<file path="src/rtl/i2ct_pkg.sv">
package i2ct_pkg;
  typedef enum logic [3:0] {
    S_IDLE, S_ADDR, S_AACK, S_CMD, S_CACK,
    S_WDAT, S_WACK, S_TX, S_MACK, S_SKIP
  } eng_st_t;
endpackage

</file>
<file path="src/rtl/i2ct_filt.sv">
module i2ct_filt #(
  parameter int WIN = 3
) (
  input  logic clk,
  input  logic rst_n,
  input  logic din,
  output logic dout
);
  localparam int CW = $clog2(WIN + 1);
  localparam logic [CW-1:0] HALF = CW'(WIN / 2);

  logic [1:0]     sync;
  logic [WIN-1:0] win;
  logic [CW-1:0]  ones;

  always_comb begin
    ones = '0;
    for (int i = 0; i < WIN; i++) ones = ones + CW'(win[i]);
  end

  always_ff @(posedge clk or negedge rst_n) begin
    if (!rst_n) begin
      sync <= 2'b11;
      win  <= '1;
      dout <= 1'b1;
    end else begin
      sync <= {sync[0], din};
      win  <= {win[WIN-2:0], sync[1]};
      dout <= (ones > HALF);
    end
  end
endmodule

</file>
<file path="src/rtl/i2ct_cond.sv">
module i2ct_cond (
  input  logic clk,
  input  logic rst_n,
  input  logic scl_f,
  input  logic sda_f,
  output logic scl_rise,
  output logic scl_fall,
  output logic start_det,
  output logic stop_det
);
  logic scl_q, sda_q;

  always_ff @(posedge clk or negedge rst_n) begin
    if (!rst_n) begin
      scl_q <= 1'b1;
      sda_q <= 1'b1;
    end else begin
      scl_q <= scl_f;
      sda_q <= sda_f;
    end
  end

  assign scl_rise  =  scl_f & ~scl_q;
  assign scl_fall  = ~scl_f &  scl_q;
  assign start_det =  scl_f &  scl_q &  sda_q & ~sda_f;
  assign stop_det  =  scl_f &  scl_q & ~sda_q &  sda_f;
endmodule

</file>
<file path="src/rtl/i2ct_engine.sv">
module i2ct_engine
  import i2ct_pkg::*;
#(
  parameter int          DW       = 8,
  parameter int          STRAP_W  = 3,
  parameter int          SEL_W    = 2,
  parameter logic [3:0]  ADDR_PFX = 4'b0011
) (
  input  logic               clk,
  input  logic               rst_n,
  input  logic               scl_rise,
  input  logic               scl_fall,
  input  logic               sda_f,
  input  logic               start_det,
  input  logic               stop_det,
  input  logic [STRAP_W-1:0] strap,
  input  logic [DW-1:0]      rd_data,
  output logic               sda_oe,
  output logic [SEL_W-1:0]   reg_sel,
  output logic               wr_valid,
  output logic [DW-1:0]      wr_data,
  output logic               rd_strobe,
  output logic               stop_pulse,
  output eng_st_t            st_o
);
  localparam int CNT_W = $clog2(DW + 1);
  localparam logic [CNT_W-1:0] LAST = CNT_W'(DW);

  eng_st_t          st;
  logic [CNT_W-1:0] cnt;
  logic [DW-1:0]    sh;
  logic             rw;
  logic             macked;

  assign st_o = st;

  always_ff @(posedge clk or negedge rst_n) begin
    if (!rst_n) begin
      st         <= S_IDLE;
      cnt        <= '0;
      sh         <= '0;
      rw         <= 1'b0;
      macked     <= 1'b0;
      sda_oe     <= 1'b0;
      reg_sel    <= '0;
      wr_valid   <= 1'b0;
      wr_data    <= '0;
      rd_strobe  <= 1'b0;
      stop_pulse <= 1'b0;
    end else begin
      wr_valid   <= 1'b0;
      rd_strobe  <= 1'b0;
      stop_pulse <= 1'b0;
      if (stop_det) begin
        st         <= S_IDLE;
        sda_oe     <= 1'b0;
        stop_pulse <= 1'b1;
      end else if (start_det) begin
        st     <= S_ADDR;
        cnt    <= '0;
        sda_oe <= 1'b0;
        macked <= 1'b0;
      end else begin
        case (st)
          S_ADDR, S_CMD, S_WDAT: begin
            if (scl_rise) begin
              sh  <= {sh[DW-2:0], sda_f};
              cnt <= cnt + 1'b1;
            end else if (scl_fall && cnt == LAST) begin
              cnt <= '0;
              if (st == S_ADDR) begin
                if (sh[DW-1:1] == {ADDR_PFX, strap}) begin
                  rw     <= sh[0];
                  sda_oe <= 1'b1;
                  st     <= S_AACK;
                end else begin
                  st <= S_SKIP;
                end
              end else if (st == S_CMD) begin
                reg_sel <= sh[SEL_W-1:0];
                sda_oe  <= 1'b1;
                st      <= S_CACK;
              end else begin
                wr_valid <= 1'b1;
                wr_data  <= sh;
                sda_oe   <= 1'b1;
                st       <= S_WACK;
              end
            end
          end
          S_AACK, S_CACK, S_WACK: begin
            if (scl_fall) begin
              cnt <= '0;
              if (st == S_AACK && rw) begin
                sh        <= rd_data;
                sda_oe    <= ~rd_data[DW-1];
                rd_strobe <= 1'b1;
                st        <= S_TX;
              end else begin
                sda_oe <= 1'b0;
                st     <= (st == S_AACK) ? S_CMD : S_WDAT;
              end
            end
          end
          S_TX: begin
            if (scl_rise) begin
              cnt <= cnt + 1'b1;
            end else if (scl_fall) begin
              if (cnt == LAST) begin
                cnt    <= '0;
                sda_oe <= 1'b0;
                st     <= S_MACK;
              end else begin
                sh     <= sh << 1;
                sda_oe <= ~sh[DW-2];
              end
            end
          end
          S_MACK: begin
            if (scl_rise) begin
              macked <= ~sda_f;
            end else if (scl_fall) begin
              if (macked) begin
                sh        <= rd_data;
                sda_oe    <= ~rd_data[DW-1];
                rd_strobe <= 1'b1;
                st        <= S_TX;
              end else begin
                st <= S_SKIP;
              end
            end
          end
          default: ;
        endcase
      end
    end
  end
endmodule

</file>
<file path="src/rtl/i2c_cmd_target.sv">
module i2c_cmd_target
  import i2ct_pkg::*;
#(
  parameter int         DW       = 8,
  parameter int         STRAP_W  = 3,
  parameter int         SEL_W    = 2,
  parameter int         FILT_WIN = 3,
  parameter logic [3:0] ADDR_PFX = 4'b0011
) (
  input  logic               clk,
  input  logic               rst_n,
  input  logic               scl_i,
  input  logic               sda_i,
  input  logic [STRAP_W-1:0] strap,
  output logic               sda_oe,
  output logic [SEL_W-1:0]   reg_sel,
  output logic               wr_valid,
  output logic [DW-1:0]      wr_data,
  input  logic [DW-1:0]      rd_data,
  output logic               rd_strobe,
  output logic               stop_pulse
);
  logic [1:0] raw, flt;
  logic       scl_flt, sda_flt;
  logic       scl_rise, scl_fall, start_det, stop_det;
  eng_st_t    eng_st;

  assign raw = {sda_i, scl_i};

  for (genvar gi = 0; gi < 2; gi++) begin : g_line
    i2ct_filt #(.WIN(FILT_WIN)) u_filt (
      .clk  (clk),
      .rst_n(rst_n),
      .din  (raw[gi]),
      .dout (flt[gi])
    );
  end

  assign scl_flt = flt[0];
  assign sda_flt = flt[1];

  i2ct_cond u_cond (
    .clk      (clk),
    .rst_n    (rst_n),
    .scl_f    (scl_flt),
    .sda_f    (sda_flt),
    .scl_rise (scl_rise),
    .scl_fall (scl_fall),
    .start_det(start_det),
    .stop_det (stop_det)
  );

  i2ct_engine #(
    .DW(DW), .STRAP_W(STRAP_W), .SEL_W(SEL_W), .ADDR_PFX(ADDR_PFX)
  ) u_eng (
    .clk       (clk),
    .rst_n     (rst_n),
    .scl_rise  (scl_rise),
    .scl_fall  (scl_fall),
    .sda_f     (sda_flt),
    .start_det (start_det),
    .stop_det  (stop_det),
    .strap     (strap),
    .rd_data   (rd_data),
    .sda_oe    (sda_oe),
    .reg_sel   (reg_sel),
    .wr_valid  (wr_valid),
    .wr_data   (wr_data),
    .rd_strobe (rd_strobe),
    .stop_pulse(stop_pulse),
    .st_o      (eng_st)
  );
endmodule

</file>
<file path="config.mk">
export PLATFORM = sky130hd
export DESIGN_NAME = i2c_cmd_target
export DESIGN_NICKNAME = d
export VERILOG_FILES = /design/src/rtl/i2ct_pkg.sv /design/src/rtl/i2ct_filt.sv /design/src/rtl/i2ct_cond.sv /design/src/rtl/i2ct_engine.sv /design/src/rtl/i2c_cmd_target.sv
export SDC_FILE = /design/constraint.sdc
export NUM_CORES = 1
export LEC_CHECK = 0
export ABC_CLOCK_PERIOD_IN_PS = 2200
export CAP_MARGIN = 40
export CORE_MARGIN = 2
export CORE_UTILIZATION = 52
export CTS_BUF_LIST = sky130_fd_sc_hd__clkbuf_8
export DETAILED_ROUTE_END_ITERATION = 8
export MAX_ROUTING_LAYER = met4
export PLACE_DENSITY = 0.86
export SYNTH_ARGS = -nofsm -noshare
export SYNTH_HDL_FRONTEND = slang
export SYNTH_HIERARCHICAL = 1
export SYNTH_SLANG_ARGS = --single-unit
</file>
<file path="constraint.sdc">
create_clock -name clk -period 2.2 [get_ports clk]
set_input_delay 0.66 -clock clk [delete_from_list [all_inputs] [get_ports clk]]
set_output_delay 0.66 -clock clk [all_outputs]
set_load 0.005 [all_outputs]
</file>
==> out/qor.txt, run 1 <==
status - completed
power density over cell area - 1070 mW/mm^2
# DRC - 0
drt via density - 5.81
critical path type - register to register
commonest cells after routing, fill and taps aside - nand2_1 (38), dfrtp_1 (30), clkdlybuf4s50_1 (27)
Pins Over Slew Limit - 0
final core utilization - 68.4%
Clock Root Buffer - clkbuf_8
placed instance count - 312
gr usage total - 22.4%
post-synthesis sequential area ratio - 50.8%
syn nets - 238
vias - 1,881
drt total wl - 5.28 mm
Layout fillers - 307
unrepaired setup endpoints after global routing - yes
slew at the pin with the worst max-slew slack - 0.371 ns
Cell Count, Final, Fillers Out - 324
crit start category - register
area growth from synthesis to layout - 27.9%
Design Area, Final - 0.00294 mm^2
final setup violation count - 0
H-tree depth - 2
core area - 0.00429 mm^2
R2R depth - 6
CTS Buf Count - 5
fmax - 0.461 GHz
Hold Crit Class - input port to async pin
die width - 70.5 um
CP max FO - 4
antenna violations before repair - 0
CTS max path bufs - 2
number of global-route vias before repair - 1,763
Post-DP HPWL - 3.78 mm
cell leakage power - 1.31 nW
Buffers on Ports - 28
Fin Clk Skew - 0.00551 ns
final hold viol count - 0
CTS sink count - 46
Top FF cell, synth - dfrtp_1
Clock Latency Late Sink - 0.30 ns
DRT iter0 DRCs - 162
async set-reset flop share out of synthesis - 100%
placed cell area - 0.00277 mm^2
Tmin final - 2.17 ns
Slew HR - 75.0%
first-pass GRT wire length - 8.47 mm
WP data arrival - 2.39 ns
reg2reg setup slack - 0.03 ns
largest net degree at the start of global routing - 47
drt pass-1 iters - 4
max cap viols - 0
critical path required time - 2.42 ns
Final ANT Viol Nets - 0
Worst-path clk slew - 0.08 ns
Hold WS - 0.326 ns
Mapped Cells - 219
die height - 70.5 um
fraction of layout cells with a size suffix above 1 - 28.3%
Setup crit end kind - register
Routed WL per cell - 16.3 um
Post-CTS Hold Buffers - 0
synth unique cells - 49
Ports - 29
Die Area - 0.00497 mm^2
FF-to-FF Start - u_cond/scl_q
FF+latch area - 0.00117 mm^2
maximum vdd drop - 0.729 mV
CTS tree - yes
Post-synth EDFFs - 0
FF+latch count, synth - 46
Antenna Cells - 0
commonest non-fill, non-tap cell in the layout - nand2_1
Fin Setup TNS - 0 ns
nets - 290
Multi-input gate area - 0.00109 mm^2
period utilisation layout - 98.5%
gr ovfl total - 0
RePlAce Congestion - 0.977
YS warnings - 6
Mapped Area - 0.00230 mm^2
starting density of the core - 53.5%
Avg Inst Size Synth - 10.5 um^2
Rows - 24
r2r endpoint - u_eng/sda_oe
## where the power goes
part	switching (mW)	internal (mW)
Combinational	0.678	0.700
Clock	0.278	0.335
Sequential	0.154	1.01
## flip-flops by register name (all words and copies together), names as in the netlist
register and count:
u_eng/sh 8, u_eng/wr_data 8, g_line.u_filt/win 6, g_line.u_filt/sync 4
u_eng/cnt 4, u_eng/st_o 4, g_line.u_filt/dout 2, u_eng/reg_sel 2
u_cond/scl_q 1, u_cond/sda_q 1, u_eng/macked 1, u_eng/rd_strobe 1
u_eng/rw 1, u_eng/sda_oe 1, u_eng/stop_pulse 1, u_eng/wr_valid 1
## worst max-delay path by stage
stage / from / end
after floorplan: g_line[1].u_filt/dout / u_eng/sh[0]
after global placement: strap[1] / u_eng/sda_oe
after detailed placement: strap[1] / u_eng/st_o[0]
after CTS: u_eng/cnt[0] / u_eng/sh[3]
after global routing: u_eng/st_o[0] / u_eng/sh[1]
final: u_cond/scl_q / u_eng/sda_oe
## per-stage QoR
stage | power, mW | setup slack [ns]
floorplan | 2.01 | 0.0193
global placement | 2.37 | -0.0732
detailed placement | 2.42 | -0.0911
CTS | 3.04 | 0.0362
global route | 3.33 | -0.00985
finish | 3.16 | 0.0323
## worst max-delay path: stages (launching register included)
cell       delay [ns]
dfstp_2          0.55
nor2b_1          0.07
or4b_1           0.46
a211o_1          0.37
o2bb2ai_1        0.15
or3b_1           0.35
a21oi_1          0.13
## synth_stat cells (2+ instances only)
cell type | count | area, um^2
and4b_1 | 2 | 20.0
ha_1 | 4 | 50.1
nand4_1 | 2 | 12.5
o2bb2ai_1 | 2 | 17.5
a31oi_1 | 2 | 12.5
nor2_1 | 10 | 37.5
o211ai_1 | 2 | 15.0
mux2_2 | 18 | 203
xor2_1 | 4 | 35.0
nand2_1 | 38 | 143
nor4_1 | 2 | 12.5
clkbuf_1 | 6 | 22.5
o21ai_0 | 12 | 60.1
or3_1 | 2 | 12.5
o21bai_1 | 2 | 15.0
inv_1 | 9 | 33.8
nand4b_1 | 2 | 17.5
dfrtp_1 | 32 | 801
and3b_1 | 2 | 17.5
nor2b_1 | 5 | 31.3
a21oi_1 | 10 | 50.1
or2_2 | 2 | 12.5
a21o_1 | 4 | 30.0
nor3_1 | 2 | 10.0
nand3_1 | 6 | 30.0
dfstp_2 | 14 | 368
## cells by family after synthesis
| group | synth area share, % |
|---|---|
| muxes | 9.25 |
| adders and majority gates | 2.18 |
| xor gates and xnor gates | 1.52 |
| and+or+nand+nor | 20.0 |
| buffers and inverters | 2.94 |
| DFF | 50.8 |
| AOI/OAI and AO/OA | 13.2 |
## repair_timing
action                     CTS  global route
setup endpoints to repair    0            17
resized for setup            0            10
setup buffers                0             4
## area by class of cell
class                           instances  share of cell area [%]
Inverter                                9                    1.15
Clock buffer                            5                    2.34
Tap cell                               52                    2.21
Sequential cell                        46                    39.8
Clock inverter                          3                    1.36
Multi-Input combinational cell        157                    37.0
Timing Repair Buffer                   52                    16.0
## layer usage
layer / vias to the layer above / track usage (%) / wire (um)
met2: 84 / 32.7 / 2510
met3: 16 / 3.75 / 310
met1: 898 / 30.6 / 2290
li1: 883 / - / -
met4: 0 / 10.7 / 163
met5: - / - / 0
Power figures use the tool's default switching activity.
==> run 2: changes to the inputs <==
- ABC_CLOCK_PERIOD_IN_PS: 2200 -> 2100
- CORE_UTILIZATION: 52 -> 57
- PLACE_DENSITY: 0.86 -> 0.89
- clock period: 2.2 -> 2.1 ns (I/O delays scaled with it)
==> out/qor.txt, run 2 (synthesis gave the netlist of run 1 again) <==
failing checks - negative setup slack
vias - 2,017 (+7.2%)
placed instance count - 315 (+0.96%)
CP max FO - 4 (unchanged)
number of global-route vias before repair - 1,926 (+9.2%)
CTS tree - yes
core area - 0.00394 mm^2 (-8.2%)
Ports - 29 (unchanged)
Multi-input gate area - 0.00110 mm^2 (+1.2%)
antenna violations before repair - 0 (unchanged)
critical path type - register to register
Setup crit end kind - register
Rows - 23 (-4.2%)
Worst-path clk slew - 0.09 ns (about the same)
R2R depth - 6 (unchanged)
Buffers on Ports - 28 (unchanged)
drt pass-1 iters - 5 (+1)
pre-CTS setup slack - -0.162 ns (-0.0710 ns)
CP max-delay cell - dfstp_2
fraction of layout cells with a size suffix above 1 - 31.2% (+2.9 points)
Cell Count, Final, Fillers Out - 329 (+1.5%)
final setup violation count - 10 (+10)
largest net degree at the start of global routing - 32 (-32%)
Clock Latency Late Sink - 0.30 ns (about the same)
H-tree depth - 2 (unchanged)
final hold viol count - 0 (unchanged)
max cap viols - 0 (unchanged)
WP data arrival - 2.38 ns (about the same)
reg2reg setup slack - -0.05 ns (-0.09 ns)
critical path required time - 2.33 ns (-0.09 ns)
Fin Setup TNS - -0.166 ns (-0.166 ns)
gr ovfl total - 0 (unchanged)
Pins Over Slew Limit - 0 (unchanged)
Hold Crit Class - input port to async pin
switching pwr - 1.24 mW (+12%)
starting density of the core - 58.3% (+4.8 points)
status - finished, violations left
drt via density - 6.13 (+5.6%)
r2r endpoint - u_eng/sda_oe
unrepaired setup endpoints after global routing - yes
CTS max path bufs - 2 (unchanged)
drt total wl - 6.08 mm (+15%)
first-pass GRT wire length - 9.54 mm (+13%)
combinational share of power - 45.9% (+2.2 points)
area growth from synthesis to layout - 29.8%
Sw Ratio - 37.9% (+2.7 points)
nets - 297 (+2.4%)
Slew HR - 71.6% (-3.3 points)
Fin Clk Skew - 0.00359 ns (-0.00193 ns)
Final ANT Viol Nets - 0 (unchanged)
Largest regs - u_eng/sh x8, u_eng/wr_data x8, g_line.u_filt/win x6
Slowest Stage Delay on Critical Path - 0.58 ns (+0.03 ns)
fmax - 0.464 GHz (+0.66%)
Antenna Cells - 0 (unchanged)
die width - 67.5 um (-4.2%)
maximum vdd drop - 0.750 mV (+2.9%)
worst path cell trace - nor2b_4 > or4b_4 > a211o_1 > o2bb2ai_2 > or3b_1 > a21oi_1
commonest cells after routing, fill and taps aside - nand2_1 (37), dfrtp_1 (31), buf_4 (29)
period utilisation layout - 103% (+4.0 points)
Clock Power Share - 17.2% (-2.2 points)
power density over cell area - 1100 mW/mm^2 (+2.3%)
Tmin final - 2.15 ns (-0.0141 ns)
CTS Buf Count - 5 (unchanged)
setup ws final - -0.0535 ns (-0.0859 ns)
CTS sink count - 46 (unchanged)
commonest non-fill, non-tap cell in the layout - nand2_1
Routed WL per cell - 18.5 um (+13%)
Die Area - 0.00456 mm^2 (-8.3%)
die height - 67.5 um (-4.2%)
sequential share of power - 36.9% (about the same)
RePlAce Congestion - 1.04 (+6.2%)
# DRC - 0 (unchanged)
DRT iter0 DRCs - 158 (-2.5%)
FF-to-FF Start - u_cond/scl_q
Post-DP HPWL - 4.12 mm (+8.9%)
crit start category - register
Tot Pwr - 3.28 mW (+3.9%)
FF+latch area - 0.00117 mm^2 (-0.11%)
cell leakage power - 1.34 nW (+2.1%)
Layout fillers - 232 (-24%)
Post-CTS Hold Buffers - 0 (unchanged)
Clock Root Buffer - clkbuf_8
slew at the pin with the worst max-slew slack - 0.426 ns (+0.0554 ns)
Internal Power - 2.04 mW (-0.51%)
gr usage total - 29.7% (+7.3 points)
-- run 2: changes by cell type in the layout (fill, tap and decap cells not counted), sizes merged --
cell and change:
clkinv +1, buf +7, bufinv -1
-- run 2: worst max-delay path: cells and delay by family, from the launching register on --
kind               cells  cell delay, ns
and+or+nand+nor        3            0.88
AOI/OAI and AO/OA      3            0.63
DFF                    1            0.58
-- run 2: timing repair --
| action | in CTS | in global routing |
|---|---|---|
| pin swaps | 0 | 2 |
| cloned | 0 | 0 |
| endpoints found under the setup margin | 9 | 22 |
| buffers inserted | 1 | 5 |
| gates resized for setup | 3 | 7 |
-- run 2: area by class of cell --
cell class	count	share of cell area (%)
inverters	9	1.13
multi-input cells	157	36.9
flip-flops and latches	46	39.2
clock buffers	5	2.31
well taps	50	2.10
repair buffers	59	17.6
clock inverters	3	0.797
-- run 2: through the flow --
stage	hold slack, ns	cell area (um^2)	utilization (%)
finish	0.256	2980	75.7
global route	0.263	2980	75.7
detailed placement	0.347	2810	71.3
CTS	0.254	2920	74.1
floorplan	0.334	2310	-
global placement	0.346	2810	71.3
-- run 2: layer usage --
metal / vias up / routed length, um / GRT usage, %
met2: 113 / 3080 / 47.2
met1: 989 / 2540 / 38.9
met4: 0 / 89 / 8.16
met5: - / 0 / -
li1: 900 / - / -
met3: 15 / 373 / 6.17
-- run 2: how the worst max path moves through the flow --
stage,start,to,cells past startpoint,slack [ns]
global placement,strap[1],u_eng/sda_oe,7,-0.13
floorplan,u_cond/scl_q,u_eng/sh[0],5,0.002
CTS,u_cond/scl_q,u_eng/sda_oe,6,0.002
detailed placement,strap[1],u_eng/sda_oe,7,-0.16
finish,u_cond/scl_q,u_eng/sda_oe,6,-0.05
global route,u_cond/scl_q,u_eng/st_o[2],7,-0.12
-- run 2: power groups by stage --
stage | Combinational (mW) | Clock (mW) | Sequential (mW)
3_3_place_gp | 1.30 | 0 | 1.22
2_1_floorplan | 0.929 | 0 | 1.18
5_1_grt | 1.61 | 0.605 | 1.23
4_1_cts | 1.38 | 0.577 | 1.22
6_report | 1.51 | 0.564 | 1.21
3_5_place_dp | 1.33 | 0 | 1.24
==> run 3: changes to the inputs <==
- ABC_AREA: default -> 1
- CORE_MARGIN: 2 -> default
- CORE_UTILIZATION: 57 -> 58
==> out/qor.txt, run 3 <==
slew at the pin with the worst max-slew slack - 0.401 ns (-0.0248 ns)
Slowest Stage Delay on Critical Path - 0.54 ns (-0.04 ns)
Clock Latency Late Sink - 0.30 ns (about the same)
gr usage total - 27.6% (-2.1 points)
maximum vdd drop - 0.758 mV (+1.1%)
Routed WL per cell - 13.8 um (-25%)
power density over cell area - 1180 mW/mm^2 (+7.4%)
final setup violation count - 0 (-10)
starting density of the core - 60.9% (+2.6 points)
Top FF cell, synth - dfrtp_1
Yosys top cell area share - 32.4% (-2.4 points)
largest net degree at the start of global routing - 47 (+47%)
Fin Clk Skew - 0.00466 ns (+0.00108 ns)
placed cell area - 0.00286 mm^2 (+1.8%)
Design Area, Final - 0.00295 mm^2 (-1.1%)
Post-DP HPWL - 4.00 mm (-2.9%)
CTS max path bufs - 2 (unchanged)
Hold Crit Class - input port to async pin
synth top area cells - dfrtp_1 (32%), dfstp_2 (15%), nand2_1 (14%)
WP buf/inv - 3 (+3)
area growth from synthesis to layout - 19.4%
Pins Over Slew Limit - 0 (unchanged)
antenna violations before repair - 0 (unchanged)
die width - 67.3 um (-0.34%)
Commonest cells post-synth - nand2_1 (90), inv_1 (41), dfrtp_1 (32), nor2_1 (20), nand3_1 (19)
Clock Root Buffer - clkbuf_8
Setup crit end kind - register
Ports - 29 (unchanged)
commonest cells after routing, fill and taps aside - nand2_1 (90), inv_1 (41), dfrtp_1 (32)
Synth Area in Compound Gates - 11.5% (-1.7 points)
final hold viol count - 0 (unchanged)
async set-reset flop share out of synthesis - 100% (unchanged)
H-tree depth - 2 (unchanged)
drt via density - 5.42 (-12%)
Slew HR - 73.2% (+1.6 points)
commonest non-fill, non-tap cell in the layout - nand2_1
DRT iter0 DRCs - 148 (-6.3%)
drt pass-1 iters - 5 (unchanged)
nets - 361 (+22%)
Post-synth EDFFs - 0 (unchanged)
critical path required time - 2.29 ns (-0.04 ns)
FF+latch count, synth - 46 (unchanged)
gr ovfl total - 0 (unchanged)
CP max FO - 16 (+12)
CTS Buf Count - 5 (unchanged)
Post-CTS Hold Buffers - 0 (unchanged)
most frequent cell after synthesis - nand2_1
number of global-route vias before repair - 1,955 (+1.5%)
Mapped Cells - 303 (+38%)
worst path cell trace - inv_1 > nand2_1 > nor2_1 > buf_4 > nor2_4 > inv_1 > nor3b_4 > nand3_4 > nand2_1 > o21ai_2
syn nets - 322 (+35%)
first-pass GRT wire length - 8.84 mm (-7.4%)
largest family of logic cells by synthesized area - simple AND/OR/NAND/NOR gates
unrepaired setup endpoints after global routing - no
WP data arrival - 2.13 ns (-0.25 ns)
setup bufs post-CTS - 0 (-1)
Synth area leader - dfrtp_1
post-synthesis sequential area ratio - 47.3% (-3.6 points)
core area - 0.00406 mm^2 (+2.9%)
post-synthesis simple-gate area fraction - 29.9% (+9.8 points)
drt total wl - 5.43 mm (-11%)
status - completed
CTS sink count - 46 (unchanged)
post-CTS sizing - 0 (-3)
Largest regs - u_eng/sh x8, u_eng/wr_data x8, g_line.u_filt/win x6
max cap viols - 0 (unchanged)
period utilisation layout - 92.5% (-10 points)
Die Area - 0.00453 mm^2 (-0.68%)
crit-path leading delay family - simple AND/OR/NAND/NOR gates
Antenna Cells - 0 (unchanged)
Fin Setup TNS - 0 ns (+0.166 ns)
crit start category - register
Buffers on Ports - 28 (unchanged)
YS warnings - 6 (unchanged)
synth unique cells - 30 (-39%)
fraction of layout cells with a size suffix above 1 - 21.3% (-9.9 points)
critical path type - register to register
vias - 2,129 (+5.6%)
# DRC - 0 (unchanged)
RePlAce Congestion - 0.970 (-6.6%)
Final ANT Viol Nets - 0 (unchanged)
CP max-delay cell - dfstp_2
CTS tree - yes
Avg Inst Size Synth - 8.16 um^2 (-22%)
Rows - 23 (unchanged)
Mapped Area - 0.00247 mm^2 (+7.5%)
Tmin final - 1.94 ns (-0.212 ns)
adder-cell share of the synthesized area - 2.03% (-0.15 points)
mux cell area share after synthesis - 0% (-9.3 points)
Worst-path clk slew - 0.09 ns (about the same)
fmax - 0.515 GHz (+11%)
cell leakage power - 1.47 nW (+9.2%)
Post-Synth XOR/XNOR Area - 0.709% (-0.82 points)
die height - 67.3 um (-0.34%)
[run 3: cell type report]
| type | count | area (um^2) |
|---|---|---|
| clock buffer | 5 | 68.8 |
| clock inverter | 3 | 21.3 |
| fill | 268 | 1110 |
| inverter | 47 | 179 |
| multi-input combinational | 206 | 1090 |
| sequential | 46 | 1170 |
| tap | 50 | 62.6 |
| timing repair buffer | 36 | 360 |
[run 3: final timing paths]
check                                         start                 endpoint  slack [ns]  depth (start not counted)
max                                    u_cond/sda_q              u_eng/sh[0]        0.16                         10
min                                           rst_n             u_eng/cnt[2]        0.29                          2
max reg2reg                            u_cond/sda_q              u_eng/sh[0]        0.16                         10
min reg2reg                g_line[0].u_filt/sync[1]  g_line[0].u_filt/win[0]        0.36                          0
max in group asynchronous                     rst_n             u_cond/sda_q        1.54                          2
min in group clk           g_line[0].u_filt/sync[1]  g_line[0].u_filt/win[0]        0.36                          0
[run 3: kinds of logic after synthesis]
family,count (synthesis)
AND/OR/NAND/NOR,157
adder cells (fa/ha/maj),4
flip-flops,46
AO/OA/AOI/OAI,43
buffers and inverters,51
XOR/XNOR,2
[run 3: stage by stage]
| stage | util, % | hold slack, ns | worst slack [ns] | std cells | total power, mW |
|---|---|---|---|---|---|
| 2_1_floorplan | - | 0.334 | 0.350 | 303 | 2.56 |
| 3_3_place_gp | 70.5 | 0.346 | 0.189 | 385 | 2.87 |
| 3_5_place_dp | 70.5 | 0.348 | 0.149 | 385 | 2.90 |
| 4_1_cts | 72.7 | 0.297 | 0.151 | 393 | 3.48 |
| 5_1_grt | 72.7 | 0.305 | 0.0276 | 393 | 3.75 |
| 6_report | 72.7 | 0.288 | 0.158 | 393 | 3.48 |
[run 3: worst register-to-register path, cell delays in order, from the launching register on]
cell,delay (ns)
dfstp_2,0.54
inv_1,0.04
nand2_1,0.05
nor2_1,0.04
buf_4,0.15
nor2_4,0.16
inv_1,0.13
nor3b_4,0.24
nand3_4,0.24
nand2_1,0.17
o21ai_2,0.06
[run 3: power breakdown]
part / switching, mW / internal, mW / total (mW) / leakage [nW]
Sequential: 0.187 / 1.06 / 1.25 / 0.576
Combinational: 1.12 / 0.572 / 1.69 / 0.841
Clock: 0.310 / 0.240 / 0.550 / 0.0494
[run 3: per-layer routing]
metal	share of wire [%]	global-route usage (%)	routed length [um]	vias to the layer above
li1	-	-	-	1029
met1	42	33.5	2280	992
met2	50	44.3	2700	96
met3	6.6	5.57	357	12
met4	1.7	12.5	91	0
met5	0	-	0	-
